[src/rtl/rf_pkg.sv]
package rf_pkg;
  localparam int DEF_DATA_W        = 8;
  localparam int DEF_NUM_BANKS     = 4;
  localparam int DEF_REGS_PER_BANK = 8;

  // physical byte address of a bank-relative access: bank in the upper bits
  function automatic int phys_addr(input int bank, input int idx, input int idx_w);
    return (bank << idx_w) | idx;
  endfunction

  // which bank an absolute address falls in
  function automatic int bank_of(input int addr, input int idx_w);
    return addr >> idx_w;
  endfunction

  // index within its bank
  function automatic int idx_of(input int addr, input int idx_w);
    return addr & ((1 << idx_w) - 1);
  endfunction
endpackage

[src/rtl/rf_bank_sel.sv]
module rf_bank_sel #(
  parameter int BANK_W = 2
) (
  input  logic              clk,
  input  logic              rst_n,
  input  logic              we,
  input  logic [BANK_W-1:0] wdata,
  output logic [BANK_W-1:0] bank_q
);
  always_ff @(posedge clk or negedge rst_n) begin
    if (!rst_n)  bank_q <= '0;
    else if (we) bank_q <= wdata;
  end
endmodule

[src/rtl/rf_storage.sv]
module rf_storage #(
  parameter int DATA_W = 8,
  parameter int ADDR_W = 5,
  localparam int DEPTH = 1 << ADDR_W
) (
  input  logic                    clk,
  input  logic                    rst_n,
  input  logic [ADDR_W-1:0]       s_addr,
  input  logic                    s_we,
  input  logic [DATA_W-1:0]       s_wdata,
  input  logic [ADDR_W-1:0]       a_addr,
  input  logic                    a_we,
  input  logic [DATA_W-1:0]       a_wdata,
  output logic [DEPTH*DATA_W-1:0] mem_flat
);
  for (genvar g = 0; g < DEPTH; g++) begin : g_byte
    logic hit_a, hit_s;
    logic [DATA_W-1:0] q;
    assign hit_a = a_we && (a_addr == ADDR_W'(g));
    assign hit_s = s_we && (s_addr == ADDR_W'(g));
    // absolute port has priority on a collision
    always_ff @(posedge clk or negedge rst_n) begin
      if (!rst_n)     q <= '0;
      else if (hit_a) q <= a_wdata;
      else if (hit_s) q <= s_wdata;
    end
    assign mem_flat[g*DATA_W +: DATA_W] = q;
  end
endmodule

[src/rtl/rf_read_mux.sv]
module rf_read_mux #(
  parameter int DATA_W = 8,
  parameter int ADDR_W = 5,
  localparam int DEPTH = 1 << ADDR_W
) (
  input  logic [DEPTH*DATA_W-1:0] mem_flat,
  input  logic [ADDR_W-1:0]       addr,
  output logic [DATA_W-1:0]       rdata
);
  always_comb begin
    rdata = '0;
    for (int k = 0; k < DEPTH; k++)
      if (addr == ADDR_W'(k)) rdata = mem_flat[k*DATA_W +: DATA_W];
  end
endmodule

[src/rtl/banked_regfile.sv]
module banked_regfile #(
  parameter int DATA_W        = rf_pkg::DEF_DATA_W,
  parameter int NUM_BANKS     = rf_pkg::DEF_NUM_BANKS,
  parameter int REGS_PER_BANK = rf_pkg::DEF_REGS_PER_BANK,
  localparam int BANK_W = $clog2(NUM_BANKS),
  localparam int IDX_W  = $clog2(REGS_PER_BANK),
  localparam int ADDR_W = BANK_W + IDX_W,
  localparam int DEPTH  = 1 << ADDR_W
) (
  input  logic              clk,
  input  logic              rst_n,
  input  logic              bank_we,
  input  logic [BANK_W-1:0] bank_wdata,
  output logic [BANK_W-1:0] bank_sel_o,
  input  logic [IDX_W-1:0]  s_idx,
  input  logic              s_we,
  input  logic [DATA_W-1:0] s_wdata,
  output logic [DATA_W-1:0] s_rdata,
  input  logic [ADDR_W-1:0] a_addr,
  input  logic              a_we,
  input  logic [DATA_W-1:0] a_wdata,
  output logic [DATA_W-1:0] a_rdata
);
  logic [BANK_W-1:0]       bank_q;
  logic [ADDR_W-1:0]       short_phys;
  logic                    collide;
  logic [DEPTH*DATA_W-1:0] mem_flat;

  rf_bank_sel #(.BANK_W(BANK_W)) u_bank (
    .clk(clk), .rst_n(rst_n), .we(bank_we), .wdata(bank_wdata), .bank_q(bank_q)
  );

  assign bank_sel_o = bank_q;
  assign short_phys = ADDR_W'(rf_pkg::phys_addr(int'(bank_q), int'(s_idx), IDX_W));
  assign collide    = a_we && s_we && (a_addr == short_phys);

  rf_storage #(.DATA_W(DATA_W), .ADDR_W(ADDR_W)) u_store (
    .clk(clk), .rst_n(rst_n),
    .s_addr(short_phys), .s_we(s_we), .s_wdata(s_wdata),
    .a_addr(a_addr), .a_we(a_we), .a_wdata(a_wdata),
    .mem_flat(mem_flat)
  );

  rf_read_mux #(.DATA_W(DATA_W), .ADDR_W(ADDR_W)) u_rd_s (
    .mem_flat(mem_flat), .addr(short_phys), .rdata(s_rdata)
  );

  rf_read_mux #(.DATA_W(DATA_W), .ADDR_W(ADDR_W)) u_rd_a (
    .mem_flat(mem_flat), .addr(a_addr), .rdata(a_rdata)
  );
endmodule

[config.mk]
export PLATFORM = sky130hd
export DESIGN_NAME = banked_regfile
export DESIGN_NICKNAME = d
export VERILOG_FILES = /design/src/rtl/rf_pkg.sv /design/src/rtl/rf_bank_sel.sv /design/src/rtl/rf_storage.sv /design/src/rtl/rf_read_mux.sv /design/src/rtl/banked_regfile.sv
export SDC_FILE = /design/constraint.sdc
export NUM_CORES = 1
export LEC_CHECK = 0
export BUFFER_PORTS_ARGS = -buffer_cell sky130_fd_sc_hd__buf_2
export CORE_AREA = 4 4 209 211
export CTS_BUF_LIST = sky130_fd_sc_hd__clkbuf_16
export DETAILED_ROUTE_END_ITERATION = 16
export DIE_AREA = 0 0 213 215
export PLACE_DENSITY_LB_ADDON = 0.2
export SYNTH_ARGS = -nofsm -noshare
export SYNTH_HDL_FRONTEND = slang
export SYNTH_SLANG_ARGS = --single-unit
export TNS_END_PERCENT = 30
[constraint.sdc]
create_clock -name clk -period 3.9 [get_ports clk]
set_input_delay 1.17 -clock clk [delete_from_list [all_inputs] [get_ports clk]]
set_output_delay 1.17 -clock clk [all_outputs]
set_load 0.03 [all_outputs]
**Yosys cells after proc, flatten, opt, wreduce, memory -nomap -nowiden**

Cells that the tools add are included.

- Bits in registers: 258
- Input bits: 31
- Output and inout port bits: 18
- Logic and storage cells: 322

- Equal/unequal tests: 62
- Mux-type cells: 128
- Bitwise logic cells: 1
- Reduce and logical (&&, ||, !) cells: 98

Operator list:

| operator | number |
|---|---|
| 8-bit 2-to-1 mux | 128 |
| 5-bit equality test, second input constant | 32 |
| 5-bit by 4-bit equality test with 1-bit output, second input constant | 16 |
| 1-bit logical AND | 64 |
| 2-bit nonzero test | 32 |
| 5-bit by 3-bit equality test with 1-bit output, second input constant | 8 |
| 5-bit by 2-bit equality test with 1-bit output, second input constant | 4 |
| 5-bit by 1-bit equality test with 1-bit output, second input constant | 2 |
| 5-bit logical NOT | 2 |
| 5-bit by 3-bit OR with 5-bit output | 1 |

**Longest topological paths before layout**

- Word-level depth: 34
- Depth in mapped cells: 10
- Depth with buffers taken out: 6

**Cells and area by module**

Synthesis repeated with hierarchy kept, for this count alone.

- Cell total of the unflattened synthesis: 2680
- Area total of the unflattened synthesis: 20235.7 um^2

Modules (own cells, without submodules):

| module | times used | cells an instance | area an instance (um^2) | seq. area each (um^2) |
|---|---|---|---|---|
| rf_storage | 1 | 1652 | 13606.8 | 6406.1 |
| rf_read_mux | 2 | 512 | 3278.1 | 0.0 |
| rf_bank_sel | 1 | 4 | 72.6 | 50.0 |

**Least setup slack after synthesis**

No wires, ideal clock.

- Path type: input port to output port
- From: input s_idx[2]
- To: output s_rdata[0]
- Arrival time: 3.151 ns
- Data required time: 2.730 ns
- Setup slack: -0.421 ns
- Stages: 7
- Buffers on the path: 2
- Path through: buf_4 or3b_1 buf_2 o31ai_1 a211oi_1 o31a_1 o31ai_1

- Longest elaborated chain between the ends: 34
- Elaborated cells on any way between the ends: 65
- Classes of those cells: eq/ne: 31; mux: 32; bitwise: 1; reduce/logical: 1

RTL lines:

| what | line | RTL |
|---|---|---|
| from (decl) | banked_regfile.sv:15 | `input logic [IDX_W-1:0] s_idx,` |
| 5-bit by 3-bit OR with 5-bit output (*) | rf_pkg.sv:8 | `return (bank << idx_w) \| idx;` |
| 5-bit logical NOT | rf_read_mux.sv:13 | `if (addr == ADDR_W'(k)) rdata = mem_flat[k*DATA_W +: DATA_W];` |
| 8-bit 2-to-1 mux (31 in series) | rf_read_mux.sv:13 |  |
| 8-bit 2-to-1 mux (*) | rf_read_mux.sv:13 |  |
| to (decl) | banked_regfile.sv:18 | `output logic [DATA_W-1:0] s_rdata,` |

Every way passes the cells marked *; elsewhere a longest branch is shown, timed or not.

**Final worst setup path**

- From: input s_idx[2]
- To: output s_rdata[6]

The elaborated chain is that of the path after synthesis.

==> impl_metrics.yaml <==
synthesis:
  yosysSeqAreaShare_pct: 34.6
  netlist_area_sq_um: 18700
  yosysWarnings: 0
  synth_seq_cells: 258
  synth_edf_count: 0
  postSynthCellCount: 2201
  syn_nets: 2232
  synth_flop_cell: "dfrtp_1"
  syn_area_per_cell_sq_um: 8.49
  postSynth.asyncResetShare_pct: 100
  synth.distinct_cells: 79
die:
  io_pins: 49
  core-area_sq_um: 41800
  rows: 75
  die_x_um: 213
  die_h_um: 215
  die_area_sq_um: 45800
  initial_utilization_pct: 44.7
grt:
  grt.total_usage_pct: 42.3
  grt_pass1_wl_um: 142000
  gr-total-overflow: 0
  grt_max_degree: 98
  grt_pass1_vias: 19310
  antenna_found_initial: 3
placed_design:
  post-place-ws_ns: -1.05
  numPortBuffers: 48
  placed_cells: 2994
  place_hpwl_um: 73600
  gp_congestion: 1.08
  dpl-instance-area_sq_um: 22200
sta:
  report.final.slew_viol_count: 0
  min_period_ns: 4.41
  period_share_pct: 113
  fin_ws_ns: -0.512
  timing.hold.ws_ns: 0.581
  setup_viol: 16
  fin_setup_tns_ns: -6.17
  skew_ns: 0.0158
  max_slew_margin_pct: 20.6
  max_freq_mhz: 227
  rsz0062_at_grt: "yes"
  max_slew.worst_pin.slew_ns: 1.19
  hold_violations: 0
worst_setup_path:
  cp_max_fo: 6
  critPathArrivalTime_ns: 3.24
  rrSetupSlack_ns: 1.53
  r2r_start: "u_bank.bank_q[0]"
  cp-start-kind: "primary input"
  worstPathRequired_ns: 2.73
  reg2reg_depth: 9
  worstSetupPathType: "in2out"
  rr_endpoint: "u_store.g_byte[11].q[7]"
  end_kind: "output pin"
final_layout:
  antenna_cells: 0
  final_nets: 2550
  syn_to_final_growth_pct: 31.8
  fillCellCount: 3782
  fin_cells: 3079
  final_area_sq_um: 24600
  drive_gt1_share_pct: 30.7
clock_tree:
  clockBufferDepth: 3
  clk_pin_slew_worst_paths_ns: 0.06
  cts.root.buffer_cell: "clkbuf_16"
  insertion_delay_ns: 0.58
  clock-sinks: 258
  tritoncts: "yes"
  ctsHoldBuffers: 0
  cts_buffers: 27
  htree_levels: 1
outcome:
  violations: "negative setup slack"
  status: "complete, but fails checks"
run:
  cap_violations: 0
routing:
  first_iter_violations: 2974
  viasPerCell: 6.65
  vias: 20473
  firstDrtPassIters: 6
  ant_nets: 0
  finalWirelength_um: 100000
  drc_errors: 0
  routedWlPerCell_um: 32.6
min_path:
  hold_path.class: "reg2reg"
  min_from: "u_store.g_byte[23].q[2]"
  holdPathStages: 2
  worstHoldEndpoint: "u_store.g_byte[23].q[2]"
pwr:
  ir_worst_vdd_v: 0.000441
  cellLeakagePower_nw: 10.4
  p_per_area_nw_per_um2: 456
worst max-delay path: stages:
cell and delay (ns):
buf_12 0.12, buf_12 0.14, buf_4 0.14, nor3b_4 0.36, buf_4 0.24, a31oi_1 0.21, o221ai_1 0.32, a31oi_1 0.12
buf_4 0.16, o21ai_4 0.07, buf_6 0.15
cell type report:
cell class              count  area, sq um  area share [%]
well taps                 539          674            2.74
flip-flops and latches    258         6460            26.2
clock inverters            23          216           0.879
multi-input cells        1721        12100            49.1
inverters                  12         48.8           0.198
clock buffers              27          676            2.74
repair buffers            499         4460            18.1
logic make-up (layout without fill, tap and decap cells):
logic type,count (synthesis),in the layout,synth area share [%]
AOI/OAI and AO/OA,716,716,23.0
muxes,354,354,20.3
DFF,258,258,34.6
buffers and inverters,222,561,5.60
and+or+nand+nor,651,651,16.5
metrics by stage:
step,power [mW],util (%)
after floorplan,6.03,-
after global placement,7.95,53.1
after detailed placement,8.03,53.1
after CTS,10.9,57.4
after global routing,11.6,59.0
final,11.2,59.0
worst max-delay path by stage:
stage,from,endpoint,slack [ns],cells past startpoint
floorplan,a_addr[1],a_rdata[0],-0.13,9
global placement,s_idx[1],s_rdata[3],-1.06,12
detailed placement,s_idx[1],s_rdata[3],-1.05,12
CTS,s_idx[2],s_rdata[0],-0.45,10
global route,a_addr[0],a_rdata[6],-0.52,9
finish,s_idx[2],s_rdata[6],-0.51,11
cell usage in the layout (no fill, tap or decap), drive strengths merged, types with 12 or more instances in the layout:
cell type	synthesis	routed
clkbuf	113	28
nor3	40	40
mux2i	313	313
nand3	20	20
dfrtp	258	258
mux4	17	17
a22oi	19	19
a211oi	28	28
nor2	304	304
nor2b	30	30
a31oi	17	17
inv	12	15
o22ai	29	29
clkinv	0	15
o221ai	17	17
a21oi	316	316
o32ai	12	12
nand2b	17	17
nand2	166	166
o21ai	161	161
mux2	24	24
buf	97	496
Yosys cell counts, types with 9 or more instances:
cell | instances | area share (%)
and3b_1 | 9 | 0.42
buf_4 | 20 | 0.80
buf_2 | 65 | 1.7
nor2_1 | 282 | 5.7
a211oi_1 | 28 | 1.1
a22oi_1 | 19 | 0.76
nand3_1 | 20 | 0.54
o22ai_1 | 28 | 0.94
dfrtp_1 | 258 | 35
o32ai_1 | 12 | 0.56
clkbuf_1 | 113 | 2.3
nand2b_1 | 17 | 0.57
o31ai_1 | 10 | 0.40
mux4_2 | 17 | 2.0
mux2_2 | 24 | 1.4
nand2_2 | 11 | 0.37
nor3_1 | 39 | 1.0
inv_1 | 12 | 0.24
nor2_2 | 12 | 0.40
a32oi_1 | 9 | 0.42
a21oi_1 | 316 | 8.5
nor2_4 | 10 | 0.60
a31oi_1 | 17 | 0.57
mux2i_1 | 313 | 17
o221ai_1 | 17 | 0.80
nor2b_1 | 30 | 1.0
a2bb2oi_1 | 9 | 0.42
o21ai_0 | 157 | 4.2
nand2_1 | 154 | 3.1
a221oi_1 | 10 | 0.47
where the power goes:
group          switching (mW)  total [mW]  internal, mW  leakage [nW]
clock network            1.14        2.67          1.53         0.454
logic                    2.05        3.76          1.71          6.87
registers                1.34        4.81          3.48          3.09
registers in the layout (all words and copies together), names as in the netlist:
name              flops
u_bank.bank_q         2
u_store.g_byte.q    256
repair_timing:
action / CTS / global route
pin swaps: 35 / 36
cloned: 3 / 1
resized for setup: 187 / 116
endpoints found under the setup margin: 16 / 16
buffers inserted: 16 / 17
routing by layer:
metal | track usage [%] | wire length [um]
met1 | 62.9 | 42700
met2 | 59.4 | 41500
met3 | 9.06 | 10800
met4 | 17.3 | 5190
met5 | 0 | 27
Note: power is estimated with default switching activity, not from simulation.
